===== src/rtl/ud_cmp_pkg.sv =====
package ud_cmp_pkg;

    // Action on the logical level chosen for one cycle
    typedef enum logic [1:0] {
        LV_HOLD = 2'd0,
        LV_SET  = 2'd1,
        LV_CLR  = 2'd2
    } lvl_act_e;

    // Priority: forced-active, forced-inactive, out-of-range hold, match
    function automatic lvl_act_e pick_action(
        input logic is_zero,
        input logic is_max,
        input logic in_range,
        input logic eq,
        input logic up
    );
        if (is_zero)
            return LV_SET;
        else if (is_max)
            return LV_CLR;
        else if (!in_range)
            return LV_HOLD;
        else if (eq)
            return up ? LV_SET : LV_CLR;
        else
            return LV_HOLD;
    endfunction

endpackage


===== src/rtl/ud_cmp_decode.sv =====
module ud_cmp_decode #(
    parameter int W = 16
) (
    input  logic [W-1:0] cmp_v,
    input  logic [W-1:0] cnt_v,
    input  logic [W-1:0] peak_v,
    output logic         is_zero,
    output logic         is_max,
    output logic         in_range,
    output logic         eq
);
    localparam logic [W-1:0] ALL_ONES = {W{1'b1}};

    always_comb begin
        is_zero  = (cmp_v == '0);
        is_max   = (cmp_v == ALL_ONES);
        in_range = (cmp_v < peak_v);
        eq       = (cmp_v == cnt_v);
    end
endmodule


===== src/rtl/ud_cmp_chan.sv =====
module ud_cmp_chan
    import ud_cmp_pkg::*;
#(
    parameter int W = 16
) (
    input  logic         clk,
    input  logic         rst_n,
    input  logic [W-1:0] cnt_val,
    input  logic         cnt_up,
    input  logic [W-1:0] cnt_peak,
    input  logic         cnt_at_zero,
    input  logic         ld_stb,
    input  logic [W-1:0] ld_val,
    input  logic         act_low,
    input  logic         hit_clr,
    output logic         wave_o,
    output logic         hit_flag
);
    localparam logic [W-1:0] ALL_ONES = {W{1'b1}};

    typedef struct packed {
        logic [W-1:0] stage;
        logic [W-1:0] work;
        logic         lvl;
        logic         flag;
    } chan_st_t;

    chan_st_t st_d, st_q;

    logic     is_zero, is_max, in_range, eq;
    logic     hit;
    lvl_act_e act;

    ud_cmp_decode #(.W(W)) u_dec (
        .cmp_v    (st_q.work),
        .cnt_v    (cnt_val),
        .peak_v   (cnt_peak),
        .is_zero  (is_zero),
        .is_max   (is_max),
        .in_range (in_range),
        .eq       (eq)
    );

    always_comb begin
        st_d = st_q;
        hit  = !is_zero && !is_max && in_range && eq;
        act  = pick_action(is_zero, is_max, in_range, eq, cnt_up);

        // staging register load
        if (ld_stb)
            st_d.stage = ld_val;

        // logical level
        unique case (act)
            LV_SET:  st_d.lvl = 1'b1;
            LV_CLR:  st_d.lvl = 1'b0;
            default: st_d.lvl = st_q.lvl;
        endcase

        // zero-count transfer; leaving the all-zeros value releases the level
        if (cnt_at_zero) begin
            st_d.work = st_q.stage;
            if (is_zero && (st_q.stage != '0))
                st_d.lvl = 1'b0;
        end

        // sticky flag, set wins over clear
        if (hit)
            st_d.flag = 1'b1;
        else if (hit_clr)
            st_d.flag = 1'b0;
    end

    always_ff @(posedge clk or negedge rst_n) begin
        if (!rst_n) begin
            st_q.stage <= ALL_ONES;
            st_q.work  <= ALL_ONES;
            st_q.lvl   <= 1'b0;
            st_q.flag  <= 1'b0;
        end else begin
            st_q <= st_d;
        end
    end

    assign wave_o   = st_q.lvl ^ act_low;
    assign hit_flag = st_q.flag;

    // up-count match sets level and flag
    a_r1_up_match: assert property (@(posedge clk) disable iff (!rst_n)
        (hit && cnt_up && !(is_zero && cnt_at_zero)) |=> (st_q.lvl && st_q.flag));
    // down-count match clears level, sets flag
    a_r2_down_match: assert property (@(posedge clk) disable iff (!rst_n)
        (hit && !cnt_up) |=> (!st_q.lvl && st_q.flag));
    // all-zeros value holds level active
    a_r3_zero_active: assert property (@(posedge clk) disable iff (!rst_n)
        (is_zero && !cnt_at_zero) |=> st_q.lvl);
    // leaving all-zeros releases level
    a_r3_zero_release: assert property (@(posedge clk) disable iff (!rst_n)
        (is_zero && cnt_at_zero && (st_q.stage != '0)) |=> !st_q.lvl);
    // all-ones value holds level inactive
    a_r4_max_inactive: assert property (@(posedge clk) disable iff (!rst_n)
        is_max |=> !st_q.lvl);
    // out-of-range value freezes level
    a_r5_range_hold: assert property (@(posedge clk) disable iff (!rst_n)
        (!is_zero && !is_max && !in_range) |=> (st_q.lvl == $past(st_q.lvl)));
    // out-of-range value never sets the flag
    a_r5_range_noflag: assert property (@(posedge clk) disable iff (!rst_n)
        (!is_zero && !in_range && !st_q.flag) |=> !st_q.flag);
    // transfer copies staging value present before the edge
    a_r7_transfer: assert property (@(posedge clk) disable iff (!rst_n)
        cnt_at_zero |=> (st_q.work == $past(st_q.stage)));
    // no transfer keeps working value
    a_r7_work_stable: assert property (@(posedge clk) disable iff (!rst_n)
        !cnt_at_zero |=> $stable(st_q.work));
    // flag holds until cleared
    a_r8_flag_sticky: assert property (@(posedge clk) disable iff (!rst_n)
        (st_q.flag && !hit_clr) |=> st_q.flag);
endmodule


===== src/rtl/ud_cmp_out.sv =====
module ud_cmp_out #(
    parameter int W   = 16,
    parameter int NCH = 2
) (
    input  logic             clk,
    input  logic             rst_n,
    input  logic [W-1:0]     cnt_val,
    input  logic             cnt_up,
    input  logic [W-1:0]     cnt_peak,
    input  logic             cnt_at_zero,
    input  logic [NCH-1:0]   ld_stb,
    input  logic [NCH*W-1:0] ld_val,
    input  logic [NCH-1:0]   act_low,
    input  logic [NCH-1:0]   hit_clr,
    output logic [NCH-1:0]   wave_o,
    output logic [NCH-1:0]   hit_flag
);
    for (genvar i = 0; i < NCH; i++) begin : g_ch
        ud_cmp_chan #(.W(W)) u_ch (
            .clk         (clk),
            .rst_n       (rst_n),
            .cnt_val     (cnt_val),
            .cnt_up      (cnt_up),
            .cnt_peak    (cnt_peak),
            .cnt_at_zero (cnt_at_zero),
            .ld_stb      (ld_stb[i]),
            .ld_val      (ld_val[i*W +: W]),
            .act_low     (act_low[i]),
            .hit_clr     (hit_clr[i]),
            .wave_o      (wave_o[i]),
            .hit_flag    (hit_flag[i])
        );
    end
endmodule


===== config.mk =====
export PLATFORM = sky130hd
export DESIGN_NAME = ud_cmp_out
export DESIGN_NICKNAME = d
export VERILOG_FILES = /design/src/rtl/ud_cmp_pkg.sv /design/src/rtl/ud_cmp_decode.sv /design/src/rtl/ud_cmp_chan.sv /design/src/rtl/ud_cmp_out.sv
export SDC_FILE = /design/constraint.sdc
export NUM_CORES = 1
export LEC_CHECK = 0
export ABC_AREA = 1
export BUFFER_PORTS_ARGS = -buffer_cell sky130_fd_sc_hd__buf_2
export CAP_MARGIN = 30
export CORE_MARGIN = 2
export CORE_UTILIZATION = 55
export DETAILED_ROUTE_END_ITERATION = 10
export GPL_TIMING_DRIVEN = 0
export PLACE_DENSITY = 0.87
export SLEW_MARGIN = 5
export SYNTH_ARGS = -nofsm -noshare
export SYNTH_HDL_FRONTEND = slang
export SYNTH_SLANG_ARGS = --single-unit
export TNS_END_PERCENT = 30

===== constraint.sdc =====
create_clock -name clk -period 2.3 [get_ports clk]
set_input_delay 0.345 -clock clk [delete_from_list [all_inputs] [get_ports clk]]
set_output_delay 0.345 -clock clk [all_outputs]
set_load 0.1 [all_outputs]

# Yosys cells after proc, flatten, opt, wreduce, memory -nomap -nowiden

Index checks and enable logic that the tools add are counted.

$lt $le $gt $ge: 2
Eq/ne operators: 8
Multiplexer cells: 19
Bitwise logic cells: 2
Reduce and logical (&&, ||, !) cells: 18

Operators with widths:

| kind                                                            | number |
|---|---|
| 16-bit == test                                                  | 2 |
| 16-bit == test, second input constant                           | 2 |
| 16-bit zero test                                                | 2 |
| 16-bit less-than comparator                                     | 2 |
| 16-bit nonzero test                                             | 2 |
| 2-bit two-way mux                                               | 9 |
| 1-bit logical AND                                               | 8 |
| 1-bit two-way mux                                               | 8 |
| 2-bit by 1-bit == test with 1-bit output, second input constant | 2 |
| 2-bit == test, second input constant                            | 2 |
| 1-bit zero test                                                 | 4 |
| 1-bit one-hot mux with 2 select lines                           | 2 |
| 2-bit nonzero test                                              | 2 |
| 1-bit bitwise XOR                                               | 2 |

Register bits: 68
Output and inout port bits: 4
Logic and storage cells: 57

# Depth between registers and ports, before layout

Word-level depth: 9
Depth in mapped cells: 15

# Hierarchy

A second synthesis with hierarchy kept.

Cells, all modules: 538
Area total of the unflattened synthesis: 4491.8 um^2

Modules (own cells, without submodules):

| module        | times used | cells an instance | area each (um^2) | seq. area each (um^2) |
|---|---|---|---|---|
| ud_cmp_chan   | 2          | 151               | 1541.5           | 890.9 |
| ud_cmp_decode | 2          | 118               | 704.4            | 0.0 |

# Least setup slack after synthesis

Ideal clock, no wire load.

Path kind: flip-flop to flip-flop
From: register g_ch[0].u_ch.st_q[7] in the netlist's numbering
To: register g_ch[0].u_ch.st_q[1] in the netlist's numbering
Library setup time: 123 ps
Arrival: 1862 ps
Data required time: 2177 ps
Setup slack: 315 ps
Cell stages (with the launch flop): 13
Path buffers: 0
Period minus slack after synthesis: 1985 ps
Cell sequence: dfstp_2 -> ha_1 -> a21oi_1 -> nor2_1 -> nor3_1 -> nand2_1 -> nand2_1 -> nand3_1 -> nand2_1 -> nand2_1 -> ha_1 -> mux2i_1 -> a21oi_1

RTL lines:

| element                | line              | source |
|---|---|---|
| start, declared        | ud_cmp_chan.sv:28 | `chan_st_t st_d, st_q;` |
| start signal, assigned | ud_cmp_chan.sv:81 | `st_q <= st_d;` |

==> flow_metrics.env <==
export IMPL_placed_cell_area_um2=4771
export IMPL_leakagePower_uw=0.002576
export IMPL_failed_checks="setup timing"
export IMPL_p_seq_share_pct=49.9
export IMPL_grt_first_pass_wirelength_um=17700
export IMPL_die_area_um2=8485
export IMPL_cts_root_buf="clkbuf_8"
export IMPL_cts_tree="yes"
export IMPL_ys_flop_type="dfstp_2"
export IMPL_clk_pin_slew_ps=70
export IMPL_cp_required_ps=2530
export IMPL_synth_top_cells_by_area="dfstp_2 (39%), nand2_1 (16%), ha_1 (9.4%), mux2_2 (7.9%), inv_1 (6.4%)"
export IMPL_hold_class="input port to async pin"
export IMPL_drcViolationCount=0
export IMPL_wl_um=11110
export IMPL_hold_violations=0
export IMPL_endpoint_kind="flip-flop"
export IMPL_cts_path_max_buffers=2
export IMPL_core_area_um2=7607
export IMPL_place_congestion=0.9199
export IMPL_ys_ff_latch=68
export IMPL_yosys_area_top_type="dfstp_2"
export IMPL_die_x_um=92.12
export IMPL_ant_nets=0
export IMPL_area_growth_pct=17.90
export IMPL_grt_pass1_vias=3867
export IMPL_synth_most_common_cell="nand2_1"
export IMPL_fin_ws_ps=-40.15
export IMPL_critPathMaxFanout=5
export IMPL_finalNetCount=734
export IMPL_track_usage_pct=26.82
export IMPL_skew_ps=4.548
export IMPL_htreeDepth=3
export IMPL_firstDrtPassIters=5
export IMPL_p_clk_share_pct=27.6
export IMPL_setup_tns_final_ps=-40.15
export IMPL_hold_ws_ps=98.48
export IMPL_finalSetupViolations=1
export IMPL_fin_area_um2=5035
export IMPL_hold_buffers=0
export IMPL_post_route_util_pct=66.18
export IMPL_startpoint_type="flip-flop"
export IMPL_reg2reg_depth=10
export IMPL_syn_inst=539
export IMPL_syn_area_um2=4270
export IMPL_p_sw_share_pct=32.86
export IMPL_p_total_uw=3176
export IMPL_period_needed_ps=2340
export IMPL_place_hpwl_um=8321
export IMPL_drv_cap=0
export IMPL_worstMarginPinSlew_ps=841.7
export IMPL_slew_limit_headroom_pct=43.89
export IMPL_p_sw_uw=1044
export IMPL_yosysSeqAreaShare_pct=41.72
export IMPL_synth_nets=645
export IMPL_criticalPathCategory="flip-flop to flip-flop"
export IMPL_fin_crit_sh_pct=101.7
export IMPL_grt_max_degree=69
export IMPL_synth_edff_count=0
export IMPL_cts_buffers=9
export IMPL_io_pins=78
export IMPL_diodes=0
export IMPL_drt_iter0_drc=352
export IMPL_num_vias=4059
export IMPL_wl_per_cell_um=15.12
export IMPL_ir_drop_uv=435.3
export IMPL_arrival_ps=2570
export IMPL_io_buffers=74
export IMPL_rsz0062_at_grt="true"
export IMPL_initial_core_util_pct=56.13
export IMPL_yosysWarningCount=0
export IMPL_routed_via_density=5.522
export IMPL_synth_top_cells_by_count="nand2_1 (178), inv_1 (73), dfstp_2 (64)"
export IMPL_drive_above_1_share_pct=34.12
export IMPL_gr_total_overflow=0
export IMPL_synth_distinct_cells=23
export IMPL_internal_power_uw=2132
export IMPL_rows=32
export IMPL_outcome="finished, violations left"
export IMPL_async_reset_ff_share_pct=100.0
export IMPL_grt_antenna_before_repair=0
export IMPL_power_density_nw_per_um2=630.8
export IMPL_timing_fmax_mhz=427.3
export IMPL_cts_sinks=68
export IMPL_avgSynthCellArea_um2=7.923
export IMPL_worstSkewPairLatency_ps=350
export IMPL_combinationalPowerShare_pct=22.5
export IMPL_die_y_um=92.12
export IMPL_synth_top_area_share_pct=39.38
export IMPL_final_max_slew_viol_count=0
layout make-up:
class                   instances  area [um^2]
well taps                     102        127.6
clock inverters                 4        25.02
clock buffers                  12        145.1
fillers                       612         2572
inverters                      75        281.5
multi-input cells             381         2191
repair buffers                 78        402.9
plain buffers                  15        80.08
flip-flops and latches         68         1782
cell families (layout without fill, tap and decap cells):
| group | count (synthesis) | after routing | share of synthesized area, % |
|---|---|---|---|
| xor+xnor | 2 | 2 | 0.4103 |
| buf+inv | 90 | 184 | 8.467 |
| mux | 32 | 32 | 8.380 |
| fa+ha+maj | 32 | 32 | 9.376 |
| flops | 68 | 68 | 41.72 |
| compound gates | 52 | 52 | 6.211 |
| simple gates | 263 | 263 | 25.43 |
per-layer routing:
metal / vias to the layer above / global-route usage [%] / part of all wire, %
met4: 0 / 14.93 / 4.6
li1: 1913 / - / -
met2: 204 / 45.34 / 50
met1: 1897 / 32.55 / 39
met3: 45 / 4.437 / 6.5
met5: - / 0 / 0
worst max-delay path: stages (launching register included):
cell and delay, ps:
dfstp_2 590, ha_1 270, a21oi_1 200, a21oi_1 140, nor2_2 200, nand3_2 100, nand2_2 90, nand2_2 60
ha_4 270, mux2i_1 220, a21oi_1 70
worst paths after layout:
| kind | endpoint | slack, ps | start |
|---|---|---|---|
| worst max-delay path | g_ch[1].u_ch.st_q[1] | -40 | g_ch[1].u_ch.st_q[13] |
| worst min-delay path | g_ch[0].u_ch.st_q[1] | 100 | rst_n |
| min in group clk | g_ch[1].u_ch.st_q[27] | 230 | ld_val[25] |
| worst min register to register | g_ch[0].u_ch.hit_flag | 480 | g_ch[0].u_ch.hit_flag |
| max in group asynchronous | g_ch[1].u_ch.st_q[1] | 1660 | rst_n |
| worst max register to register | g_ch[1].u_ch.st_q[1] | -40 | g_ch[1].u_ch.st_q[13] |
registers in the layout, indices dropped and copies added (netlist names):
register and cells:
g_ch.u_ch.st_q 66, g_ch.u_ch.hit_flag 2
repair_timing:
action,CTS,global route
resized for setup,0,16
endpoints found under the hold margin,0,0
setup endpoints to repair,0,2
setup buffers,0,4
through the flow:
stage          instances  worst slack [ps]
2_1_floorplan        539             314.7
4_1_cts              731             12.28
6_report             735            -40.15
5_1_grt              735            -113.7
3_5_place_dp         715             36.22
3_3_place_gp         715             176.5
power by group through the flow:
stage	logic, uW	registers (uW)	clock network [uW]
2_1_floorplan	477	1530	0
3_3_place_gp	633	1580	0
3_5_place_dp	680	1590	0
4_1_cts	689	1570	883
5_1_grt	806	1600	940
6_report	716	1580	876
cell usage in the layout, fill, tap and decap left out, types with 9 or more instances in the layout:
cell type  netlist  layout
a21oi_1         14      13
buf_4            4       9
nand2_1        178     172
dfstp_2         64      64
nor4_1          12      12
clkbuf_8         0      10
nor2_1          39      33
nand4_1         18      18
buf_2            7      80
o21ai_0         36      36
ha_1            32      30
inv_1           73      73
mux2_2          30      30
(Power assumes the default switching activity.)
